### config.mk
export PLATFORM = sky130hd
export DESIGN_NAME = ccp_timer
export DESIGN_NICKNAME = d
export VERILOG_FILES = /design/src/rtl/ccp_pkg.sv /design/src/rtl/ccp_edge_sync.sv /design/src/rtl/ccp_counter.sv /design/src/rtl/ccp_slot.sv /design/src/rtl/ccp_timer.sv
export SDC_FILE = /design/constraint.sdc
export NUM_CORES = 1
export LEC_CHECK = 0
export ABC_AREA = 1
export BUFFER_PORTS_ARGS = -buffer_cell sky130_fd_sc_hd__buf_2
export CORE_ASPECT_RATIO = 1.4
export CORE_MARGIN = 5
export CORE_UTILIZATION = 60
export DETAILED_ROUTE_END_ITERATION = 6
export PLACE_DENSITY = 0.79
export SLEW_MARGIN = 30
export SYNTH_ARGS = -nofsm -noshare
export SYNTH_HDL_FRONTEND = slang
export SYNTH_SLANG_ARGS = --single-unit
### constraint.sdc
create_clock -name clk -period 4.39 [get_ports clk]
set_input_delay 0.878 -clock clk [delete_from_list [all_inputs] [get_ports clk]]
set_output_delay 0.878 -clock clk [all_outputs]
set_load 0.02 [all_outputs]
### src/rtl/ccp_pkg.sv
`timescale 1ns/1ps
// Shared types for the capture/compare timer channel.
// Assumes a configuration word of four bits fits inside the data width.
package ccp_pkg;

    // Meaning of the 2-bit select field while a register captures.
    typedef enum logic [1:0] {
        EDGE_OFF  = 2'b00,
        EDGE_RISE = 2'b01,
        EDGE_FALL = 2'b10,
        EDGE_BOTH = 2'b11
    } edge_sel_e;

    // Meaning of the same field while a register compares.
    typedef enum logic [1:0] {
        ACT_KEEP   = 2'b00,
        ACT_LOW    = 2'b01,
        ACT_HIGH   = 2'b10,
        ACT_TOGGLE = 2'b11
    } out_act_e;

    // Per-register configuration word, bit 0 is the LSB of sel.
    typedef struct packed {
        logic       clr_on_match;
        logic       is_cmp;
        logic [1:0] sel;
    } slot_cfg_t;

    localparam int CFG_BITS = $bits(slot_cfg_t);

endpackage

### src/rtl/ccp_edge_sync.sv
`timescale 1ns/1ps
// Two-flop synchronizer plus one history flop for an asynchronous pin.
// Produces single-cycle rise/fall strobes two clocks after the pin moves.
// Assumes the pin is low at reset release.
module ccp_edge_sync (
    input  logic clk,
    input  logic rst_n,
    input  logic pin,
    output logic rise,
    output logic fall
);
    logic [2:0] sh_q;

    // Shift the pin through the synchronizer and history stages.
    always_ff @(posedge clk) begin
        if (!rst_n) sh_q <= '0;
        else        sh_q <= {sh_q[1:0], pin};
    end

    // Compare the synchronized level with its previous value.
    always_comb begin
        rise = sh_q[1] & ~sh_q[2];
        fall = ~sh_q[1] & sh_q[2];
    end
endmodule

### src/rtl/ccp_counter.sv
`timescale 1ns/1ps
// Free-running up-counter with a load port and a synchronous clear.
// Priority: load, then clear, then increment. A wrap pulses ovf for one
// cycle, aligned with the counter reading zero.
module ccp_counter #(
    parameter int W = 16
) (
    input  logic         clk,
    input  logic         rst_n,
    input  logic         load,
    input  logic [W-1:0] load_val,
    input  logic         clear,
    output logic [W-1:0] cnt,
    output logic         ovf
);
    // Advance, clear or load the count and flag wraps.
    always_ff @(posedge clk) begin
        if (!rst_n) begin
            cnt <= '0;
            ovf <= 1'b0;
        end else begin
            ovf <= 1'b0;
            if (load) begin
                cnt <= load_val;
            end else if (clear) begin
                cnt <= '0;
            end else begin
                cnt <= cnt + 1'b1;
                ovf <= &cnt;
            end
        end
    end
endmodule

### src/rtl/ccp_slot.sv
`timescale 1ns/1ps
// One general register with its pin logic: capture, compare and PWM.
// IS_PERIOD marks the register that sets the period in PWM mode. Its pin
// is held low there. The other registers act as duty registers.
// Assumes the period_hit input is only high while PWM mode is on.
module ccp_slot
    import ccp_pkg::*;
#(
    parameter int W         = 16,
    parameter bit IS_PERIOD = 1'b0
) (
    input  logic         clk,
    input  logic         rst_n,
    input  logic [W-1:0] cnt,
    input  slot_cfg_t    cfg,
    input  logic         pwm_en,
    input  logic         period_hit,
    input  logic         pin_in,
    input  logic         ext_trig,
    input  logic         wr_en,
    input  logic [W-1:0] wr_data,
    output logic [W-1:0] gr,
    output logic         pin_out,
    output logic         clr_req,
    output logic         irq
);
    localparam logic [W-1:0] ONE = W'(1);

    logic rise, fall;
    logic cap_mode, edge_hit, pin_cap, cmp_hit, duty_hit;

    ccp_edge_sync u_sync (
        .clk  (clk),
        .rst_n(rst_n),
        .pin  (pin_in),
        .rise (rise),
        .fall (fall)
    );

    // Decode the events this register reacts to in the current cycle.
    always_comb begin
        cap_mode = !pwm_en && !cfg.is_cmp;
        case (edge_sel_e'(cfg.sel))
            EDGE_RISE: edge_hit = rise;
            EDGE_FALL: edge_hit = fall;
            EDGE_BOTH: edge_hit = rise | fall;
            default:   edge_hit = 1'b0;
        endcase
        pin_cap  = cap_mode && edge_hit;
        cmp_hit  = !pwm_en && cfg.is_cmp && (cnt == gr);
        duty_hit = pwm_en && (gr != '0) && (cnt == gr - ONE);
        clr_req  = (cmp_hit && cfg.clr_on_match) ||
                   (IS_PERIOD && pwm_en && (cnt == gr));
    end

    // Register contents: a software write beats any capture.
    always_ff @(posedge clk) begin
        if (!rst_n)                              gr <= '0;
        else if (wr_en)                          gr <= wr_data;
        else if (cap_mode && (edge_hit || ext_trig)) gr <= cnt;
    end

    // Pin output: a PWM waveform or a compare action.
    always_ff @(posedge clk) begin
        if (!rst_n) begin
            pin_out <= 1'b0;
        end else if (pwm_en) begin
            if (IS_PERIOD)       pin_out <= 1'b0;
            else if (period_hit) pin_out <= (gr != '0);
            else if (duty_hit)   pin_out <= 1'b0;
        end else if (cmp_hit) begin
            case (out_act_e'(cfg.sel))
                ACT_LOW:    pin_out <= 1'b0;
                ACT_HIGH:   pin_out <= 1'b1;
                ACT_TOGGLE: pin_out <= ~pin_out;
                default:    pin_out <= pin_out;
            endcase
        end
    end

    // Event interrupt: pin captures and compare-matches only.
    always_ff @(posedge clk) begin
        if (!rst_n) irq <= 1'b0;
        else        irq <= pin_cap || cmp_hit;
    end
endmodule

### src/rtl/ccp_timer.sv
`timescale 1ns/1ps
// Capture/compare timer channel: one counter, N general registers, PWM.
// Address map: 0..N-1 registers, N counter, N+1..2N configurations,
// 2N+1 mode (bit 0 = PWM). Reads are combinational, writes synchronous.
// Assumes N >= 2 and W >= 4.
module ccp_timer
    import ccp_pkg::*;
#(
    parameter  int W  = 16,
    parameter  int N  = 4,
    localparam int AW = $clog2(2 * N + 2)
) (
    input  logic          clk,
    input  logic          rst_n,
    input  logic          wr_en,
    input  logic [AW-1:0] wr_addr,
    input  logic [W-1:0]  wr_data,
    input  logic [AW-1:0] rd_addr,
    output logic [W-1:0]  rd_data,
    input  logic [N-1:0]  pin_in,
    output logic [N-1:0]  pin_out,
    input  logic [N-1:0]  ext_trig,
    output logic          irq_ovf,
    output logic [N-1:0]  irq_evt
);
    localparam int A_CNT  = N;
    localparam int A_CFG  = N + 1;
    localparam int A_MODE = 2 * N + 1;

    logic [W-1:0] cnt_q;
    logic [W-1:0] gr_q [N];
    slot_cfg_t    cfg_q [N];
    logic         pwm_q;
    logic [N-1:0] clr_vec;
    logic [N-1:0] gr_wr;
    logic         clr_any, cnt_wr, period_hit;

    // Decode write strobes and counter-level events.
    always_comb begin
        cnt_wr = wr_en && (wr_addr == AW'(A_CNT));
        for (int i = 0; i < N; i++) gr_wr[i] = wr_en && (wr_addr == AW'(i));
        clr_any    = |clr_vec;
        period_hit = pwm_q && (cnt_q == gr_q[N-1]);
    end

    ccp_counter #(.W(W)) u_cnt (
        .clk     (clk),
        .rst_n   (rst_n),
        .load    (cnt_wr),
        .load_val(wr_data),
        .clear   (clr_any),
        .cnt     (cnt_q),
        .ovf     (irq_ovf)
    );

    // Configuration and mode registers.
    always_ff @(posedge clk) begin
        if (!rst_n) begin
            pwm_q <= 1'b0;
            for (int i = 0; i < N; i++) cfg_q[i] <= '0;
        end else if (wr_en) begin
            if (wr_addr == AW'(A_MODE)) pwm_q <= wr_data[0];
            for (int i = 0; i < N; i++)
                if (wr_addr == AW'(A_CFG + i))
                    cfg_q[i] <= slot_cfg_t'(wr_data[CFG_BITS-1:0]);
        end
    end

    // Read multiplexer over all locations.
    always_comb begin
        rd_data = '0;
        if (rd_addr == AW'(A_CNT))  rd_data = cnt_q;
        if (rd_addr == AW'(A_MODE)) rd_data = {{(W-1){1'b0}}, pwm_q};
        for (int i = 0; i < N; i++) begin
            if (rd_addr == AW'(i))         rd_data = gr_q[i];
            if (rd_addr == AW'(A_CFG + i)) rd_data = {{(W-CFG_BITS){1'b0}}, cfg_q[i]};
        end
    end

    for (genvar g = 0; g < N; g++) begin : g_slot
        ccp_slot #(.W(W), .IS_PERIOD(g == N - 1)) u_slot (
            .clk       (clk),
            .rst_n     (rst_n),
            .cnt       (cnt_q),
            .cfg       (cfg_q[g]),
            .pwm_en    (pwm_q),
            .period_hit(period_hit),
            .pin_in    (pin_in[g]),
            .ext_trig  (ext_trig[g]),
            .wr_en     (gr_wr[g]),
            .wr_data   (wr_data),
            .gr        (gr_q[g]),
            .pin_out   (pin_out[g]),
            .clr_req   (clr_vec[g]),
            .irq       (irq_evt[g])
        );
    end
endmodule

==> results of run 1 <==
-- power by group --
part           total (uW)  internal, uW  switching, uW
registers            1310          1170            138
logic                 915           312            604
clock network        1470           860            606
-- synth_stat cells, drive strengths merged, types with 2 or more instances --
cell type	instances	area, sq um
edfxtp	16	480
buf	37	307
nor2b	2	12.5
o211ai	10	75.1
o221ai	2	17.5
o22ai	5	31.3
ha	15	188
nor2	215	903
nand3b	6	45.0
xor2	46	425
nor3	13	96.4
a21oi	67	335
nand2	332	1260
clkbuf	29	149
o21ai	118	591
o2111ai	2	17.5
xnor2	33	327
a31oi	33	206
nand3	64	370
inv	158	593
a221oi	2	17.5
dfxtp	102	2040
nand4	31	215
a211oi	23	173
and2	3	21.3
-- flip-flops by register name (all words and copies together) (netlist names) --
name                       count
pwm_q                          1
g_slot.u_slot.u_sync.sh_q     12
u_cnt.ovf                      1
u_cnt.cnt                     16
g_slot.u_slot.irq              4
cfg_q                         16
g_slot.u_slot.pin_out          4
g_slot.u_slot.gr              64
-- critical path, cell delays in order --
cell      delay [ps]
buf_2            110
inv_1             50
nor2_1            90
nand2_1           70
nor2_1           410
inv_1            330
o221ai_1         380
buf_2            230
-- cells by family (layout without fill, tap and decap cells) --
logic type	Yosys count	after routing	synth area share [%]
flops	118	118	28.2
compound gates	265	265	16.6
xor+xnor	79	79	8.40
simple gates	669	669	32.9
buf+inv	225	261	11.8
fa+ha+maj	15	15	2.10
-- worst paths after layout --
kind	depth (start not counted)	slack [ps]	endpoint
hold / removal	2	420	g_slot[2].u_slot.u_sync.sh_q[1]$_SDFF_PN0_
hold reg to reg	2	420	g_slot[2].u_slot.u_sync.sh_q[1]$_SDFF_PN0_
setup / recovery	8	950	rd_data[15]
setup reg to reg	11	1630	g_slot[1].u_slot.pin_out$_SDFFE_PN0P_
-- per-layer routing --
| layer | up-vias | wire length, um | track usage [%] |
|---|---|---|---|
| li1 | 4508 | - | - |
| met1 | 4324 | 11900 | 43.2 |
| met2 | 588 | 14400 | 57.9 |
| met3 | 161 | 2880 | 7.08 |
| met4 | 0 | 2460 | 24.6 |
| met5 | - | 0 | 0 |
-- cell type report --
cell class | instances | share of cell area, %
timing repair buffer | 70 | 3.89
inverter | 159 | 6.14
multi-input combinational | 1028 | 55.3
sequential | 118 | 26.0
tap | 189 | 2.43
clock inverter | 15 | 1.84
clock buffer | 17 | 4.38
-- metrics by stage --
| step | hold WS (ps) | utilization (%) | power [uW] |
|---|---|---|---|
| CTS | 420 | 66.6 | 3660 |
| finish | 416 | 66.6 | 3690 |
| detailed placement | 403 | 62.5 | 2210 |
| floorplan | 390 | - | 1960 |
| global route | 442 | 66.6 | 3850 |
| global placement | 392 | 62.5 | 2200 |
==> metrics.md, run 1 <==
| Metric | Value |
|---|---|
| Status | `finished, final reports clean` |
| Max IR drop VDD | `0.000275 V` |
| Rows | `52` |
| IO buf count | `59` |
| Final Skew | `9.46 ps` |
| CP Class | `input port to primary output` |
| Wire per inst | `19.8 um` |
| Pin count of the biggest net entering global routing | `87` |
| PD cells | `380 nW/um^2` |
| Finish-stage setup viols | `0` |
| GRT Overall Usage | `36.1%` |
| GPL Wtd Cong | `0.995` |
| Share of post-route cells with drive strength above 1 | `11.2%` |
| Critical Path RT | `3510 ps` |
| # IOs | `60` |
| Hold path startpoint | `g_slot[2].u_slot.u_sync.sh_q[0]$_SDFF_PN0_` |
| Die H | `154 um` |
| Filler instances | `1343` |
| DR iter-0 viols | `1283` |
| Post-cts sizing count | `0` |
| CTS Hold Buffers Added | `0` |
| CP Capture Type | `primary output` |
| Worst Path Arrival | `2560 ps` |
| Startpoint Class | `input port` |
| Total CTS buffers | `17` |
| H-tree depth | `4` |
| Synth Register Bits | `118` |
| Worst Tran Pin Value | `959 ps` |
| Diodes inserted | `0` |
| Clk_lat worst skew | `440 ps` |
| Max Cap Viol | `0` |
| FF+latch area | `2520 sq um` |
| HPWL after DPL | `23.6 mm` |
| Layout area overhead | `8.56%` |
| Total iterations of the first detailed-routing run | `6` |
| Main synth FF type | `dfxtp_1` |
| Pleak | `0.00438 uW` |
| GR Overflow Total | `0` |
| Root Buffer | `clkbuf_16` |
| Initial Utilization | `61.4%` |
| Post-CTS Setup Bufs | `0` |
| Synth unique cells | `52` |
| Core area | `14600 sq um` |
| # nets final | `1444` |
| Max_slew headroom | `35.9%` |
| Max Clk Rate | `291 MHz` |
| Mapped cell area | `8950 sq um` |
| Number of flops mapped to enable cells by yosys | `16` |
| Asr flop ratio synth | `0%` |
| Multi-input logic area | `5380 sq um` |
| RSZ-0062 raised after global routing | `no` |
| Commonest cells after routing, fill and taps aside | `nand2_1 (328), nor2_1 (196), inv_1 (151), o21ai_0 (117), dfxtp_1 (102)` |
| Fin crit share | `78.3%` |
| Clock Tree Buf Depth | `2` |
| DRC | `0` |
| Worst Path Max Fanout | `12` |
| Initial antenna violation count | `0` |
| Post-Syn Instances | `1371` |
| Placed cell count | `1564` |
| Synth Net Count | `1421` |
| CTS sink count | `118` |
| Max Slew Vio Count | `0` |
| Final wirelength | `31.7 mm` |
| Critical R2R Launch | `u_cnt.cnt[1]$_SDFF_PN0_` |
| DR vias | `9581` |
| Clock period minus final worst setup slack | `3440 ps` |
| Clock transition at path regs | `60 ps` |
| Routed Antenna Nets | `0` |
| Most common cell after layout, fill and taps aside | `nand2_1` |
| Crit path from | `rd_addr[1]` |
| Number of vias per cell | `6.00` |
| Syn Area/Cell | `6.53 sq um` |
| Final instance area | `9710 sq um` |
| Hold WC Path Type | `flop to flop` |
| Die area | `17500 sq um` |
| Layout Cells excl Fill | `1596` |
| Warnings, synthesis | `0` |
| TritonCTS clock tree | `built` |
| Placed Area | `9110 sq um` |
| Vias in the first global route | `8920` |
| Setup TNS | `0 ps` |
| First-pass GRT wire length | `48.6 mm` |
| Die width | `113 um` |
| Hold Fails Final Rpt | `0` |
| Seq/Total Area, Yosys | `28.2%` |
| Final worst setup slack | `951 ps` |
| Pre-CTS setup slack | `998 ps` |
Note: power is estimated with default switching activity, not from simulation.
==> run 2, diff against run 1 <==
==> constraint.sdc (replaced) <==
create_clock -name clk -period 3.5 [get_ports clk]
set_input_delay 0.7 -clock clk [delete_from_list [all_inputs] [get_ports clk]]
set_output_delay 0.7 -clock clk [all_outputs]
set_load 0.02 [all_outputs]
==> metrics.md, run 2 (synthesis results as in run 1) <==
| Metric | Value |
|---|---|
| Worst R2R Setup Slack | `1030 ps (-600 ps)` |
| Critical path cell sequence | `buf_2, inv_1, nor2_1, nand2_1, inv_1, a21oi_1, o21ai_0, o21ai_0, o221ai_1, buf_2` |
| CTS sink count | `118 (unchanged)` |
| Wire per inst | `19.7 um (-0.61%)` |
| RSZ-0062 raised after global routing | `no` |
| DR iter-0 viols | `1087 (-15%)` |
| DR vias | `9519 (-0.65%)` |
| Min-Delay Endpoint | `g_slot[1].u_slot.u_sync.sh_q[1]$_SDFF_PN0_` |
| Worst R2R Path Depth | `7 (-4)` |
| Final Skew | `7.61 ps (-1.85 ps)` |
| Critical Path RT | `2800 ps (-710 ps)` |
| Root Buffer | `clkbuf_16` |
| Routed Antenna Nets | `0 (unchanged)` |
| Multi-input logic area | `5370 sq um (about the same)` |
| Worst Tran Pin Value | `953 ps (-6.30 ps)` |
| HPWL after DPL | `24.2 mm (+2.5%)` |
| Clock Tree Buf Depth | `2 (unchanged)` |
| CP Capture Type | `primary output` |
| TritonCTS clock tree | `built` |
| Vias in the first global route | `8950 (+0.34%)` |
| Initial antenna violation count | `0 (unchanged)` |
| Clock period minus final worst setup slack | `3000 ps` |
| Top Registers | `g_slot.u_slot.gr x64, cfg_q x16, u_cnt.cnt x16` |
| Pin count of the biggest net entering global routing | `54 (-38%)` |
| Initial Utilization | `61.4% (unchanged)` |
| GR Overflow Total | `0 (unchanged)` |
| Rows | `52 (unchanged)` |
| Number of vias per cell | `5.93 (-1.1%)` |
| IO buf count | `59 (unchanged)` |
| Max Slew Vio Count | `0 (unchanged)` |
| Final wirelength | `31.6 mm (-0.11%)` |
| DRC | `0 (unchanged)` |
| Hold path depth | `2 (unchanged)` |
| Worst Path Arrival | `2300 ps (-260 ps)` |
| Post-CTS Setup Bufs | `0 (unchanged)` |
| PD cells | `477 nW/um^2 (+25%)` |
| Diodes inserted | `0 (unchanged)` |
| # IOs | `60 (unchanged)` |
| Startpoint Class | `input port` |
| Max IR drop VDD | `0.000312 V (+13%)` |
| Post-cts sizing count | `0 (unchanged)` |
| Pleak | `0.00442 uW (+0.89%)` |
| GRT Overall Usage | `36.3% (+0.27 points)` |
| Layout area overhead | `9.47%` |
| Reg2reg end | `g_slot[3].u_slot.gr[0]$_SDFFE_PN0P_` |
| GPL Wtd Cong | `0.991 (-0.39%)` |
| Commonest cells after routing, fill and taps aside | `nand2_1 (329), nor2_1 (196), inv_1 (151), o21ai_0 (117), dfxtp_1 (102)` |
| Status | `finished, final reports clean` |
| Register with the highest flop count | `g_slot.u_slot.gr` |
| H-tree depth | `4 (unchanged)` |
| Hold Fails Final Rpt | `0 (unchanged)` |
| Worst Path Max Fanout | `10 (-2)` |
| Critical R2R Launch | `pwm_q$_SDFFE_PN0P_` |
| Fin crit share | `85.7%` |
| Total iterations of the first detailed-routing run | `6 (unchanged)` |
| WHS | `419 ps (+2.96 ps)` |
| Setup TNS | `0 ps (unchanged)` |
| Die width | `113 um (unchanged)` |
| Die H | `154 um (unchanged)` |
| Crit-path slowest cell | `inv_1` |
| Clk_lat worst skew | `430 ps (about the same)` |
| CTS Hold Buffers Added | `0 (unchanged)` |
| Hold WC Path Type | `flop to flop` |
| Most common cell after layout, fill and taps aside | `nand2_1` |
| Max FFs per register | `64 (unchanged)` |
| Max Clk Rate | `334 MHz` |
| FF+latch area | `2520 sq um (unchanged)` |
| CP Class | `input port to primary output` |
| CP max stage delay | `260 ps (-150 ps)` |
| Finish-stage setup viols | `0 (unchanged)` |
| Filler instances | `1341 (-0.15%)` |
| Hold path startpoint | `g_slot[1].u_slot.u_sync.sh_q[0]$_SDFF_PN0_` |
| # nets final | `1452 (+0.55%)` |
| Max_slew headroom | `36.3% (+0.42 points)` |
| Clock transition at path regs | `60 ps (about the same)` |
| Max Cap Viol | `0 (unchanged)` |
| First-pass GRT wire length | `48.9 mm (+0.65%)` |
| Die area | `17500 sq um (unchanged)` |
| Core area | `14600 sq um (unchanged)` |
| Total CTS buffers | `17 (unchanged)` |
| Share of post-route cells with drive strength above 1 | `11.4% (+0.29 points)` |
| Power, Total | `4670 uW (+27%)` |
[run 2: changes by cell type in the layout (fill, tap and decap cells not counted), sizes merged]
cell	delta
inv	-8
bufinv	+2
clkinvlp	+3
clkinv	+3
buf	+8
[run 2: metal layers]
metal	part of all wire, %	GRT usage [%]	wire length, um
met5	0	0	0
met1	37	44.1	11900
met3	8.6	6.22	2730
met2	47	58.8	14800
met4	7.1	23.9	2240
[run 2: worst max-delay path: cells and delay by family]
kind / cells / cell delay [ps]
AOI/OAI and AO/OA: 4 / 540
buffers and inverters: 4 / 720
and+or+nand+nor: 2 / 330
[run 2: layout make-up]
class / count / share of cell area [%]
Clock buffer: 17 / 4.34
Clock inverter: 15 / 2.07
Inverter: 159 / 6.09
Multi-Input combinational cell: 1028 / 54.9
Sequential cell: 118 / 25.8
Tap cell: 189 / 2.41
Timing Repair Buffer: 78 / 4.47
[run 2: power by group]
| part | switching, uW | internal (uW) | total [uW] |
|---|---|---|---|
| registers | 153 | 1470 | 1620 |
| logic | 763 | 397 | 1160 |
| clock network | 695 | 1190 | 1890 |
[run 2: metrics by stage]
| step | utilization (%) | instance area [sq um] | instances | setup WS [ps] |
|---|---|---|---|---|
| floorplan | - | 8950 | 1371 | 886 |
| global placement | 62.9 | 9170 | 1572 | 608 |
| detailed placement | 62.9 | 9170 | 1572 | 578 |
| CTS | 67.2 | 9790 | 1604 | 572 |
| global route | 67.2 | 9790 | 1604 | 400 |
| finish | 67.2 | 9790 | 1604 | 502 |
[run 2: worst max-delay path by stage]
stage	from	end	slack [ps]	cells after the start
after floorplan	rd_addr[3]	rd_data[15]	890	7
after global placement	rd_addr[2]	rd_data[13]	610	10
after detailed placement	rd_addr[2]	rd_data[13]	580	10
after CTS	rd_addr[2]	rd_data[13]	570	10
after global routing	rd_addr[1]	rd_data[11]	400	10
final	rd_addr[2]	rd_data[11]	500	10
